--- src/rtl/dlms_pkg.sv ---
package dlms_pkg;

    typedef enum logic [1:0] {
        ST_IDLE = 2'd0,
        ST_MUL  = 2'd1,
        ST_ACC  = 2'd2
    } upd_state_t;

endpackage

--- src/rtl/dlms_ctrl.sv ---
module dlms_ctrl
    import dlms_pkg::*;
(
    input  logic clk,
    input  logic rst_n,
    input  logic req_en,
    input  logic req_vld,
    output logic load,
    output logic mul_en,
    output logic commit,
    output logic done
);

    upd_state_t st_q, st_d;

    // state register
    always_ff @(posedge clk or negedge rst_n) begin
        if (!rst_n) st_q <= ST_IDLE;
        else        st_q <= st_d;
    end

    // next state
    always_comb begin
        st_d = st_q;
        unique case (st_q)
            ST_IDLE: if (req_en && req_vld) st_d = ST_MUL;
            ST_MUL:  st_d = ST_ACC;
            ST_ACC:  st_d = ST_IDLE;
            default: st_d = ST_IDLE;
        endcase
    end

    // outputs
    always_comb begin
        load   = 1'b0;
        mul_en = 1'b0;
        commit = 1'b0;
        unique case (st_q)
            ST_IDLE: load   = req_en && req_vld;
            ST_MUL:  mul_en = 1'b1;
            ST_ACC:  commit = 1'b1;
            default: ;
        endcase
    end

    always_ff @(posedge clk or negedge rst_n) begin
        if (!rst_n) done <= 1'b0;
        else        done <= commit;
    end


    acc_follows_mul_chk: assert property (@(posedge clk) disable iff (!rst_n)
        st_q == ST_MUL |=> st_q == ST_ACC);


    done_pulse_chk: assert property (@(posedge clk) disable iff (!rst_n)
        done |=> !done);


    idle_hold_chk: assert property (@(posedge clk) disable iff (!rst_n)
        (st_q == ST_IDLE && !(req_en && req_vld)) |=> st_q == ST_IDLE);

endmodule

--- src/rtl/dlms_err_mult.sv ---
module dlms_err_mult #(
    parameter int EW    = 12,
    parameter int MU_SH = 3,
    localparam int MW   = EW + 2
) (
    input  logic                 clk,
    input  logic                 rst_n,
    input  logic                 load,
    input  logic [EW-1:0]        err,
    output logic signed [MW-1:0] m1,
    output logic signed [MW-1:0] m2,
    output logic signed [MW-1:0] m3,
    output logic signed [MW-1:0] n1,
    output logic signed [MW-1:0] n2
);

    logic signed [EW-1:0] me_q;

    // step size as arithmetic shift, captured with the request
    always_ff @(posedge clk or negedge rst_n) begin
        if (!rst_n)    me_q <= '0;
        else if (load) me_q <= $signed(err) >>> MU_SH;
    end

    // digit multiples shared by every tap
    always_comb begin
        m1 = MW'(me_q);
        m2 = MW'(me_q) <<< 1;
        m3 = m1 + m2;
        n1 = -m1;
        n2 = -m2;
    end


    shift_sign_chk: assert property (@(posedge clk) disable iff (!rst_n)
        load |=> me_q[EW-1] == $past(err[EW-1]));

endmodule

--- src/rtl/dlms_tap.sv ---
module dlms_tap #(
    parameter int XW      = 8,
    parameter int MW      = 14,
    parameter int WW      = 16,
    parameter int FRAC_SH = 7,
    localparam int ND     = XW / 2,
    localparam int PW     = MW - 2 + XW,
    localparam int SW     = ((PW > WW) ? PW : WW) + 1
) (
    input  logic                 clk,
    input  logic                 rst_n,
    input  logic                 load,
    input  logic                 mul_en,
    input  logic                 commit,
    input  logic [XW-1:0]        x_in,
    input  logic signed [MW-1:0] m1,
    input  logic signed [MW-1:0] m2,
    input  logic signed [MW-1:0] m3,
    input  logic signed [MW-1:0] n1,
    input  logic signed [MW-1:0] n2,
    output logic [WW-1:0]        w
);

    localparam logic signed [SW-1:0] WMAX = {{(SW-WW+1){1'b0}}, {(WW-1){1'b1}}};
    localparam logic signed [SW-1:0] WMIN = {{(SW-WW+1){1'b1}}, {(WW-1){1'b0}}};

    logic [XW-1:0]        x_q;
    logic signed [PW-1:0] prod_q;
    logic signed [PW-1:0] prod;
    logic signed [WW-1:0] w_q;
    logic signed [MW-1:0] pp [ND];

    // digit decode and multiple select
    for (genvar j = 0; j < ND; j++) begin : g_dig
        if (j == ND - 1) begin : g_top
            always_comb begin
                unique case (x_q[2*j+1 -: 2])
                    2'b00: pp[j] = '0;
                    2'b01: pp[j] = m1;
                    2'b10: pp[j] = n2;
                    default: pp[j] = n1;
                endcase
            end
        end else begin : g_low
            always_comb begin
                unique case (x_q[2*j+1 -: 2])
                    2'b00: pp[j] = '0;
                    2'b01: pp[j] = m1;
                    2'b10: pp[j] = m2;
                    default: pp[j] = m3;
                endcase
            end
        end
    end

    // shift-add of digit products
    always_comb begin
        prod = '0;
        for (int j = 0; j < ND; j++) begin
            prod = prod + (PW'(pp[j]) <<< (2 * j));
        end
    end

    logic signed [SW-1:0] delta, sum;
    always_comb begin
        delta = SW'(prod_q >>> FRAC_SH);
        sum   = SW'(w_q) + delta;
    end

    always_ff @(posedge clk or negedge rst_n) begin
        if (!rst_n) begin
            x_q    <= '0;
            prod_q <= '0;
            w_q    <= '0;
        end else begin
            if (load)   x_q    <= x_in;
            if (mul_en) prod_q <= prod;
            if (commit) begin
                if (sum > WMAX)      w_q <= WMAX[WW-1:0];
                else if (sum < WMIN) w_q <= WMIN[WW-1:0];
                else                 w_q <= sum[WW-1:0];
            end
        end
    end

    assign w = w_q;


    no_wrap_pos_chk: assert property (@(posedge clk) disable iff (!rst_n)
        (commit && !w_q[WW-1] && !prod_q[PW-1]) |=> !w_q[WW-1]);


    no_wrap_neg_chk: assert property (@(posedge clk) disable iff (!rst_n)
        (commit && w_q[WW-1] && prod_q[PW-1]) |=> w_q[WW-1]);


    zero_sample_chk: assert property (@(posedge clk) disable iff (!rst_n)
        (mul_en && x_q == '0) |=> prod_q == '0);

endmodule

--- src/rtl/dlms_wupd.sv ---
module dlms_wupd #(
    parameter int NTAP    = 4,
    parameter int XW      = 8,
    parameter int EW      = 12,
    parameter int WW      = 16,
    parameter int MU_SH   = 3,
    parameter int FRAC_SH = XW - 1,
    localparam int MW     = EW + 2
) (
    input  logic               clk,
    input  logic               rst_n,
    input  logic               upd_en,
    input  logic               err_vld,
    input  logic [EW-1:0]      err,
    input  logic [NTAP*XW-1:0] x_vec,
    output logic [NTAP*WW-1:0] w_vec,
    output logic               upd_done
);

    logic load, mul_en, commit;
    logic signed [MW-1:0] m1, m2, m3, n1, n2;

    dlms_ctrl u_ctrl (
        .clk     (clk),
        .rst_n   (rst_n),
        .req_en  (upd_en),
        .req_vld (err_vld),
        .load    (load),
        .mul_en  (mul_en),
        .commit  (commit),
        .done    (upd_done)
    );

    dlms_err_mult #(.EW(EW), .MU_SH(MU_SH)) u_mult (
        .clk   (clk),
        .rst_n (rst_n),
        .load  (load),
        .err   (err),
        .m1    (m1),
        .m2    (m2),
        .m3    (m3),
        .n1    (n1),
        .n2    (n2)
    );

    for (genvar i = 0; i < NTAP; i++) begin : g_tap
        dlms_tap #(.XW(XW), .MW(MW), .WW(WW), .FRAC_SH(FRAC_SH)) u_tap (
            .clk    (clk),
            .rst_n  (rst_n),
            .load   (load),
            .mul_en (mul_en),
            .commit (commit),
            .x_in   (x_vec[i*XW +: XW]),
            .m1     (m1),
            .m2     (m2),
            .m3     (m3),
            .n1     (n1),
            .n2     (n2),
            .w      (w_vec[i*WW +: WW])
        );
    end


    w_hold_chk: assert property (@(posedge clk) disable iff (!rst_n)
        !commit |=> $stable(w_vec));


    done_after_commit_chk: assert property (@(posedge clk) disable iff (!rst_n)
        commit |=> upd_done);

endmodule

--- config.mk ---
export PLATFORM = sky130hd
export DESIGN_NAME = dlms_wupd
export DESIGN_NICKNAME = d
export VERILOG_FILES = /design/src/rtl/dlms_pkg.sv /design/src/rtl/dlms_ctrl.sv /design/src/rtl/dlms_err_mult.sv /design/src/rtl/dlms_tap.sv /design/src/rtl/dlms_wupd.sv
export SDC_FILE = /design/constraint.sdc
export NUM_CORES = 1
export LEC_CHECK = 0
export BUFFER_PORTS_ARGS = -buffer_cell sky130_fd_sc_hd__buf_2
export CAP_MARGIN = 20
export CORE_UTILIZATION = 35
export DETAILED_ROUTE_END_ITERATION = 16
export SLEW_MARGIN = 20
export SYNTH_ARGS = -nofsm -noshare
export SYNTH_HDL_FRONTEND = slang
export SYNTH_SLANG_ARGS = --single-unit
--- constraint.sdc ---
create_clock -name clk -period 7.4 [get_ports clk]
set_input_delay 0 -clock clk [delete_from_list [all_inputs] [get_ports clk]]
set_output_delay 0 -clock clk [all_outputs]
set_load 0.02 [all_outputs]
# Yosys cells after proc, flatten, opt, wreduce, memory -nomap -nowiden
# Index checks and enable logic that the tools add are counted.
# W data, S select, Z words.
[totals]
register_bits = 188
inputBits = 48
out_inout_bits = 65
elab_cells = 124
[classes]
n_addsub = 19
order_cmp = 8
eq_ne = 35
muxes = 29
reduce_logical = 18
[op_table]
columns = ["operator", "n"]
rows = [
  ["$pmux W14 S3", 16],
  ["$mux W16", 8],
  ["$gt A21 B16 Y1 const B", 4],
  ["$lt A21 B16 Y1 const B", 4],
  ["$add A20 B20 Y20", 4],
  ["$add A17 B18 Y19", 4],
  ["$add A14 B16 Y17", 4],
  ["$add A16 B13 Y17", 4],
  ["$eq A2 B1 Y1 const B", 17],
  ["$eq A2 B2 Y1 const B", 17],
  ["$logic_not A2 Y1", 17],
  ["$neg A10 Y14", 1],
  ["$neg A9 Y14", 1],
  ["$add A9 B10 Y11", 1],
  ["$pmux W2 S2", 1],
  ["$mux W1", 3],
  ["$mux W2", 1],
  ["$ne A2 B1 Y1 const B", 1],
  ["$logic_and A1 B1 Y1", 1],
]

# Depth between registers and ports, before layout
# Gate-level depths: netlist of the first run.
[depth]
depth_word = 5
mapped_depth = 36
ltp_nobuf = 33

# By module
# From an unflattened synthesis of the first run, not the netlist that was laid out.
[hier_totals]
cells_unflattened = 2149
area_unflattened_um2 = 20648.6
[by_module_without_submodules]
columns = ["mod", "instances", "cells_each", "area_per_inst_um2", "seq_area_each_um2"]
rows = [
  ["dlms_tap (g_tap[1].u_tap)", 1, 516, 5018.6, 925.9],
  ["dlms_tap (g_tap[3].u_tap)", 1, 514, 4899.7, 925.9],
  ["dlms_tap (g_tap[2].u_tap)", 1, 495, 4718.3, 925.9],
  ["dlms_tap (g_tap[0].u_tap)", 1, 468, 4662.0, 925.9],
  ["dlms_err_mult", 1, 148, 1223.7, 225.2],
  ["dlms_ctrl", 1, 8, 126.4, 75.1],
]

# Least setup slack after synthesis of the first run
# Ideal clock, no wire load.
[synth_timing]
path_kind = "reg2reg"
startpoint = "register u_mult.me_q[3]"
endpoint = "register g_tap[2].u_tap.prod_q[19]"
setup_time_ns = 0.133
arrival_time_ns = 6.070
required_time_ns = 7.267
path_slack_ns = 1.197
stages_incl_launch_ff = 36
path_buffers = 3
synth_period_minus_slack_ns = 6.203
cell_sequence = "dfrtp_1 -> clkbuf_1 -> inv_1 -> clkbuf_1 -> ha_1 -> a21oi_1 -> nor2_1 -> nor2_1 -> o21bai_1 -> a21oi_1 -> xnor2_1 -> clkbuf_1 -> nand2_1 -> o21ai_0 -> a22oi_1 -> fa_1 -> inv_1 -> ha_1 -> a21o_1 -> nand2_1 -> o21ai_2 -> o31a_1 -> nand2_1 -> nand2_1 -> and2_1 -> or3_1 -> and2_1 -> ha_1 -> a21oi_1 -> inv_1 -> a21oi_1 -> nand3_1 -> a31o_2 -> a21oi_1 -> xnor2_1 -> o21ai_0"
[synth_between]
elab_chain_cells = 5
elab_cells_between_ends = 10
cone_classes = "add/sub (6); mux (4)"
[synth_lines]
columns = ["element", "line_no", "text"]
rows = [
  ["from (decl)", "dlms_err_mult.sv:17", "logic signed [EW-1:0] me_q;"],
  ["from (signal assigned)", "dlms_err_mult.sv:22", "else if (load) me_q <= $signed(err) >>> MU_SH;"],
  ["$add A9 B10 Y11", "dlms_err_mult.sv:29", "m3 = m1 + m2;"],
  ["$pmux W14 S3", "dlms_tap.sv:46", "unique case (x_q[2*j+1 -: 2])"],
  ["$add A14 B16 Y17", "dlms_tap.sv:60", "prod = prod + (PW'(pp[j]) <<< (2 * j));"],
  ["$add A17 B18 Y19", "dlms_tap.sv:60", ""],
  ["$add A20 B20 Y20 *", "dlms_tap.sv:60", ""],
  ["to (signal assigned)", "dlms_tap.sv:77", "if (mul_en) prod_q <= prod;"],
  ["to (decl)", "dlms_tap.sv:28", "logic signed [PW-1:0] prod_q;"],
]
# Mark *: on every way between the ends. The rest lies on a longest branch, timed or not.
# A chain may end at the register's enable or synchronous reset.

# Final worst setup path of the first run
[layout_timing]
startpoint = "register u_mult.me_q[3]"
endpoint = "register g_tap[3].u_tap.prod_q[18]"
[layout_between]
elab_chain_cells = 5
elab_cells_between_ends = 10
cone_classes = "add/sub (6); mux (4)"
[layout_lines]
columns = ["element", "line_no"]
rows = [
  ["$add A9 B10 Y11", "dlms_err_mult.sv:29"],
  ["$pmux W14 S3", "dlms_tap.sv:46"],
  ["$add A14 B16 Y17", "dlms_tap.sv:60"],
  ["$add A17 B18 Y19", "dlms_tap.sv:60"],
  ["$add A20 B20 Y20 *", "dlms_tap.sv:60"],
  ["to (signal assigned)", "dlms_tap.sv:77"],
  ["to (decl)", "dlms_tap.sv:28"],
]
# Marks and branches as above.

==> results.json, run 1 <==
{
  "critPathLaunch": "u_mult.me_q[3]$_DFFE_PN0P_",
  "die_x_um": 228.7,
  "start_util": 0.3564,
  "yosysWarnings": 0,
  "max_clock_freq_mhz": 151.7,
  "grt_pass1_wl_mm": 82.92,
  "r2r-start": "u_mult.me_q[3]$_DFFE_PN0P_",
  "yosys_most_used_dff": "dfrtp_1",
  "drt_iter0_drc": 1168,
  "period_share": 0.8907,
  "synth.yosys.seq_area_share": 0.2226,
  "rows": 82,
  "met3_usage": 0.03618,
  "final_cells": 3054,
  "ys_types": 77,
  "tightest_slew_ns": 1.024,
  "grt_usage": 0.1973,
  "cts_sinks": 160,
  "first_global_vias": 15680,
  "cts_root_buf": "clkbuf_16",
  "grtUsageMet2": 0.3149,
  "grt_max_degree": 107,
  "fin_skew_ns": 0.01242,
  "synthToLayoutAreaGrowth_pct": 12.24,
  "synth_area_leaders": "dfrtp_1 22%, ha_1 13%, o21ai_0 7.7%, nand2_1 6.5%, fa_1 5.9%",
  "crit_type": "flip-flop to flip-flop",
  "syn_inst": 2296,
  "fin_crit_ns": 6.591,
  "hpwl_mm": 37.85,
  "ant_nets": 0,
  "cpMostUsedCell": "o21ai_0",
  "antenna_found_initial": 0,
  "drv_cap": 0,
  "reg2reg_to": "g_tap[3].u_tap.prod_q[18]$_DFFE_PN0N_",
  "routedWlPerCell_um": 16.64,
  "routabilityCongestion": 0.8917,
  "cts_buffers": 17,
  "yosys-top-cells-count": "312 x nand2_1, 278 x o21ai_0, 180 x ha_1",
  "dr.pass1.iters": 6,
  "synth_area_leader_cell": "dfrtp_1",
  "busiest_layer": "met2",
  "ys_ff_latch": 160,
  "grt_util_met1": 0.2712,
  "outcome": "finished clean",
  "ff2ff_setup_slack_ns": 0.81,
  "die_area_um2": 52310,
  "cts_max_level": 4,
  "syn_avg_cell_area_um2": 7.835,
  "synth_most_common_cell": "nand2_1",
  "core_area_um2": 50480,
  "grt_setup_unrepaired": "false",
  "finalNetCount": 2652,
  "setup_viol": 0,
  "cts_tree": "yes",
  "hold_path.class": "primary input to asynchronous set/reset pin",
  "relSlewSlack": 0.3176,
  "diodes": 0,
  "hold_viol": 0,
  "clkTransAtPathRegs_ns": 0.07,
  "setup_tns_ns": 0,
  "startpoint_type": "flip-flop",
  "die_h_um": 228.7,
  "crit_required_ns": 7.81,
  "drive_gt1_frac": 0.09992,
  "drcViolationCount": 0,
  "slew_viol_final": 0,
  "slowest_stage": "ha_1",
  "cp_max_fo": 16,
  "cpPeakStageDelay_ns": 0.47,
  "cp.arrival_ns": 7.00,
  "vias": 16350,
  "overflow": 0,
  "synth-edff-count": 0,
  "end_kind": "flip-flop",
  "syn_area_um2": 17990,
  "synthArstFlopShare": 1.000,
  "vias_per_cell": 5.354,
  "synth_top_area_frac": 0.2226,
  "postRouteWirelength_mm": 50.83,
  "synth.net_count": 2577,
  "cts_buffer_depth": 2,
  "clock_latency_ns": 0.50,
  "placed_cells": 2982,
  "ioPinCount": 113,
  "rr_worst_depth": 30,
  "port_buffers": 109
}
-- layer usage --
layer,vias to the layer above,part of all wire
met3,51,0.048
met1,7682,0.49
met4,0,0.017
met5,-,0
met2,393,0.45
li1,8225,-
-- what timing repair did --
| item | in CTS | in global routing |
|---|---|---|
| resized for setup | 0 | 1 |
| endpoints found under the setup margin | 0 | 1 |
| hold endpoints to repair | 120 | 0 |
| setup buffers | 0 | 0 |
| hold buffers | 42 | 0 |
-- worst max-delay path: cells and delay by family (launching register included) --
kind,cells,cell delay [ns]
AOI/OAI and AO/OA,13,1.93
and+or+nand+nor,7,0.83
xor gates and xnor gates,3,0.97
adders and majority gates,4,1.66
buffers and inverters,3,0.70
DFF,1,0.39
-- layout make-up --
cell class,instances,area (um^2)
Clock inverter,10,126.4
Multi-Input combinational cell,1867,12970
Tap cell,672,840.8
Clock buffer,20,456.7
Sequential cell,160,4004
Timing Repair Buffer,191,1289
Inverter,134,506.7
Fill cell,5215,30290
-- sequential cells by signal, indices dropped and copies added, names as in the netlist --
register,flops
g_tap.u_tap.x_q,32
u_mult.me_q,9
u_ctrl.st_q,2
u_ctrl.done,1
g_tap.u_tap.prod_q,52
g_tap.u_tap.w,64
-- stage by stage --
| stage | hold slack, ns | setup WS, ns | area, um^2 | utilization |
|---|---|---|---|---|
| after global placement | 0.1140 | 1.004 | 19180 | 0.3800 |
| after detailed placement | 0.1243 | 0.9362 | 19180 | 0.3800 |
| final | 0.1324 | 0.8091 | 20190 | 0.4000 |
| after global routing | 0.1977 | 0.04741 | 20190 | 0.4000 |
| after floorplan | -0.2956 | 1.197 | 17990 | - |
| after CTS | 0.1483 | 0.8897 | 20180 | 0.3999 |
-- how the worst max path moves through the flow --
stage / to / slack, ns / cells past startpoint
floorplan: g_tap[2].u_tap.prod_q[19]$_DFFE_PN0N_ / 1.20 / 35
global placement: g_tap[3].u_tap.prod_q[19]$_DFFE_PN0N_ / 1.00 / 25
detailed placement: g_tap[2].u_tap.prod_q[19]$_DFFE_PN0N_ / 0.94 / 32
CTS: g_tap[3].u_tap.prod_q[18]$_DFFE_PN0N_ / 0.89 / 30
global route: g_tap[1].u_tap.prod_q[18]$_DFFE_PN0N_ / 0.05 / 30
finish: g_tap[3].u_tap.prod_q[18]$_DFFE_PN0N_ / 0.81 / 30
-- cell usage in the layout (no fill, tap or decap), types with 38 or more instances in the layout --
cell             n
a21o_1          47
buf_4           38
dfrtp_1        160
dlygate4sd3_1   42
a22oi_1         56
nor2b_1         40
ha_1           180
nand2_1        312
inv_1          130
o21ai_0        278
fa_1            53
xnor2_1        107
a22o_1          48
xor2_1          50
o31ai_1         41
a21oi_1        142
buf_2          108
nor2_1         176
-- kinds of logic after synthesis --
family                   Yosys count  share of synthesized area
AO/OA/AOI/OAI                    739                     0.2608
AND/OR/NAND/NOR                  695                     0.1721
buffers and inverters            269                    0.05766
adder cells (fa/ha/maj)          239                     0.1875
flip-flops                       160                     0.2226
XOR/XNOR                         157                    0.07644
multiplexers                      37                    0.02295
Power of run 1 is left out: the tool's default activity adds up to more than one toggle a clock period on the data nets, which glitch-free logic cannot reach.
==> run 2, diff against run 1 <==
--- a/config.mk
+++ b/config.mk
@@ -6,9 +6,10 @@
 export NUM_CORES = 1
 export LEC_CHECK = 0
 export BUFFER_PORTS_ARGS = -buffer_cell sky130_fd_sc_hd__buf_2
-export CAP_MARGIN = 20
-export CORE_UTILIZATION = 35
+export CORE_UTILIZATION = 63
 export DETAILED_ROUTE_END_ITERATION = 16
+export PLACE_DENSITY = 0.82
+export REMOVE_ABC_BUFFERS = 1
 export SLEW_MARGIN = 20
 export SYNTH_ARGS = -nofsm -noshare
 export SYNTH_HDL_FRONTEND = slang
==> run 2 against run 1 <==
Register-to-register slack worse by 0.18 ns; worst hold slack improved by 0.0027 ns; first-iteration DRC count is 37% higher; global-route usage grew 13 points; wire length decreased by 5.3%; critical path type unchanged; largest cell class unchanged.
==> results.json, run 2 (synthesis gave the netlist of run 1 again) <==
{
  "outcome": "finished clean",
  "core_area_um2": 27930,
  "hold_path.class": "primary input to asynchronous set/reset pin",
  "cts_tree": "yes",
  "port_buffers": 109,
  "synthToLayoutAreaGrowth_pct": 9.689,
  "end_kind": "flip-flop",
  "hold_viol": 0,
  "routedWlPerCell_um": 17.44,
  "diodes": 0,
  "cp_max_fo": 12,
  "crit_buf_inv": 5,
  "clock_latency_ns": 0.45,
  "crit_required_ns": 7.71,
  "fin_skew_ns": 0.01464,
  "grt_usage": 0.3321,
  "die_x_um": 171.0,
  "period_share": 0.9157,
  "met3_usage": 0.05390,
  "tightest_slew_ns": 1.031,
  "hpwl_mm": 33.54,
  "drv_cap": 0,
  "setup_viol": 0,
  "busiest_layer": "met2",
  "cts_buffer_depth": 2,
  "grt_setup_unrepaired": "false",
  "first_global_vias": 15900,
  "drcViolationCount": 0,
  "dr.pass1.iters": 5,
  "startpoint_type": "flip-flop",
  "slew_viol_final": 0,
  "r2r-start": "u_mult.me_q[1]$_DFFE_PN0P_",
  "cpPeakStageDelay_ns": 0.67,
  "drive_gt1_frac": 0.09832,
  "ff2ff_setup_slack_ns": 0.62,
  "cts_buffers": 17,
  "grtUsageMet2": 0.5574,
  "vias_per_cell": 6.115,
  "final_common_cell": "nand2_1",
  "ioPinCount": 113,
  "crit_type": "flip-flop to flip-flop",
  "antenna_found_initial": 0,
  "slowest_stage": "dfrtp_1",
  "start_util": 0.6440,
  "drt_iter0_drc": 1602,
  "clkTransAtPathRegs_ns": 0.08,
  "grt_util_met1": 0.4277,
  "nFillCells": 2251,
  "critPathLaunch": "u_mult.me_q[1]$_DFFE_PN0P_",
  "die_area_um2": 29230,
  "cp.arrival_ns": 7.09,
  "ant_nets": 0,
  "postRouteWirelength_mm": 48.11,
  "cp_top_family": "compound AO/OA/AOI/OAI gates",
  "routabilityCongestion": 0.9771,
  "max_clock_freq_mhz": 147.6,
  "die_h_um": 171.0,
  "cts_root_buf": "clkbuf_16",
  "setup_tns_ns": 0,
  "largest_register_ffs": 64,
  "vias": 16860,
  "final_cell_mix": "312 x nand2_1, 277 x o21ai_0, 180 x ha_1",
  "grt_max_degree": 82,
  "finalNetCount": 2648,
  "cts_max_level": 4,
  "overflow": 0,
  "post_cts_buffers": 0,
  "relSlewSlack": 0.3107,
  "cts_sinks": 160,
  "rows": 61,
  "grt_pass1_wl_mm": 77.64,
  "fin_crit_ns": 6.776
}
==> run 2: cell types whose count changed in the layout (fill, tap and decap cells not counted) <==
| cell | change |
|---|---|
| buf_4 | -3 |
| bufinv_16 | -2 |
| clkbuf_8 | -2 |
| clkinv_4 | +2 |
| buf_12 | -1 |
| clkbuf_1 | +1 |
| clkinv_2 | +1 |
| inv_1 | +1 |
| inv_6 | +1 |
| o21ai_0 | -1 |
| o21ai_1 | +1 |
==> run 2: worst reg2reg max path, delay by kind of cell (launching register included) <==
family / cells / cell delay [ns]
adder cells (fa/ha/maj): 4 / 1.43
buffers and inverters: 5 / 0.81
AO/OA/AOI/OAI: 15 / 2.86
XOR/XNOR: 2 / 0.29
flip-flops: 1 / 0.67
AND/OR/NAND/NOR: 5 / 0.58
==> run 2: final timing paths <==
path                                                         end  cells past startpoint
max                        g_tap[0].u_tap.prod_q[19]$_DFFE_PN0N_                     31
min                             g_tap[3].u_tap.w[12]$_DFFE_PN0P_                      2
max reg2reg                g_tap[0].u_tap.prod_q[19]$_DFFE_PN0N_                     31
min reg2reg                g_tap[2].u_tap.prod_q[17]$_DFFE_PN0N_                      2
max in group asynchronous   g_tap[3].u_tap.prod_q[9]$_DFFE_PN0N_                      3
min in group clk                      u_ctrl.st_q[0]$_DFFE_PN0P_                      4
==> run 2: final cells by class <==
class                      instances  area, um^2  area share
clock buffer                      19       432.9     0.02194
clock inverter                    13       105.1    0.005326
inverter                         134       503.0     0.02549
multi-input combinational       1867       12970      0.6572
sequential                       160        4004      0.2029
tap                              378       473.0     0.02397
timing repair buffer             187        1246     0.06315
==> run 2: metrics by stage <==
step | worst slack [ns] | utilization | hold WS (ns) | std cells | cell area (um^2)
4_1_cts | 0.8037 | 0.7063 | 0.1786 | 2758 | 19730
3_5_place_dp | 0.9021 | 0.6720 | 0.07841 | 2684 | 18770
2_1_floorplan | 0.6125 | - | -0.2956 | 2161 | 17460
3_3_place_gp | 1.063 | 0.6720 | 0.06362 | 2684 | 18770
6_report | 0.6241 | 0.7064 | 0.1350 | 2758 | 19730
5_1_grt | 0.2209 | 0.7064 | 0.2304 | 2758 | 19730
==> run 2: metal layers <==
metal | vias to the layer above | wire (um)
li1 | 8209 | -
met1 | 7794 | 20510
met2 | 739 | 22410
met3 | 122 | 3749
met4 | 0 | 1443
met5 | - | 0
==> run 2: what timing repair did <==
action / CTS / global route
hold endpoints to repair: 120 / 0
hold buffers: 42 / 0
setup endpoints to repair: 0 / 0
resized for setup: 0 / 0
Power of run 2 is left out for the same reason.
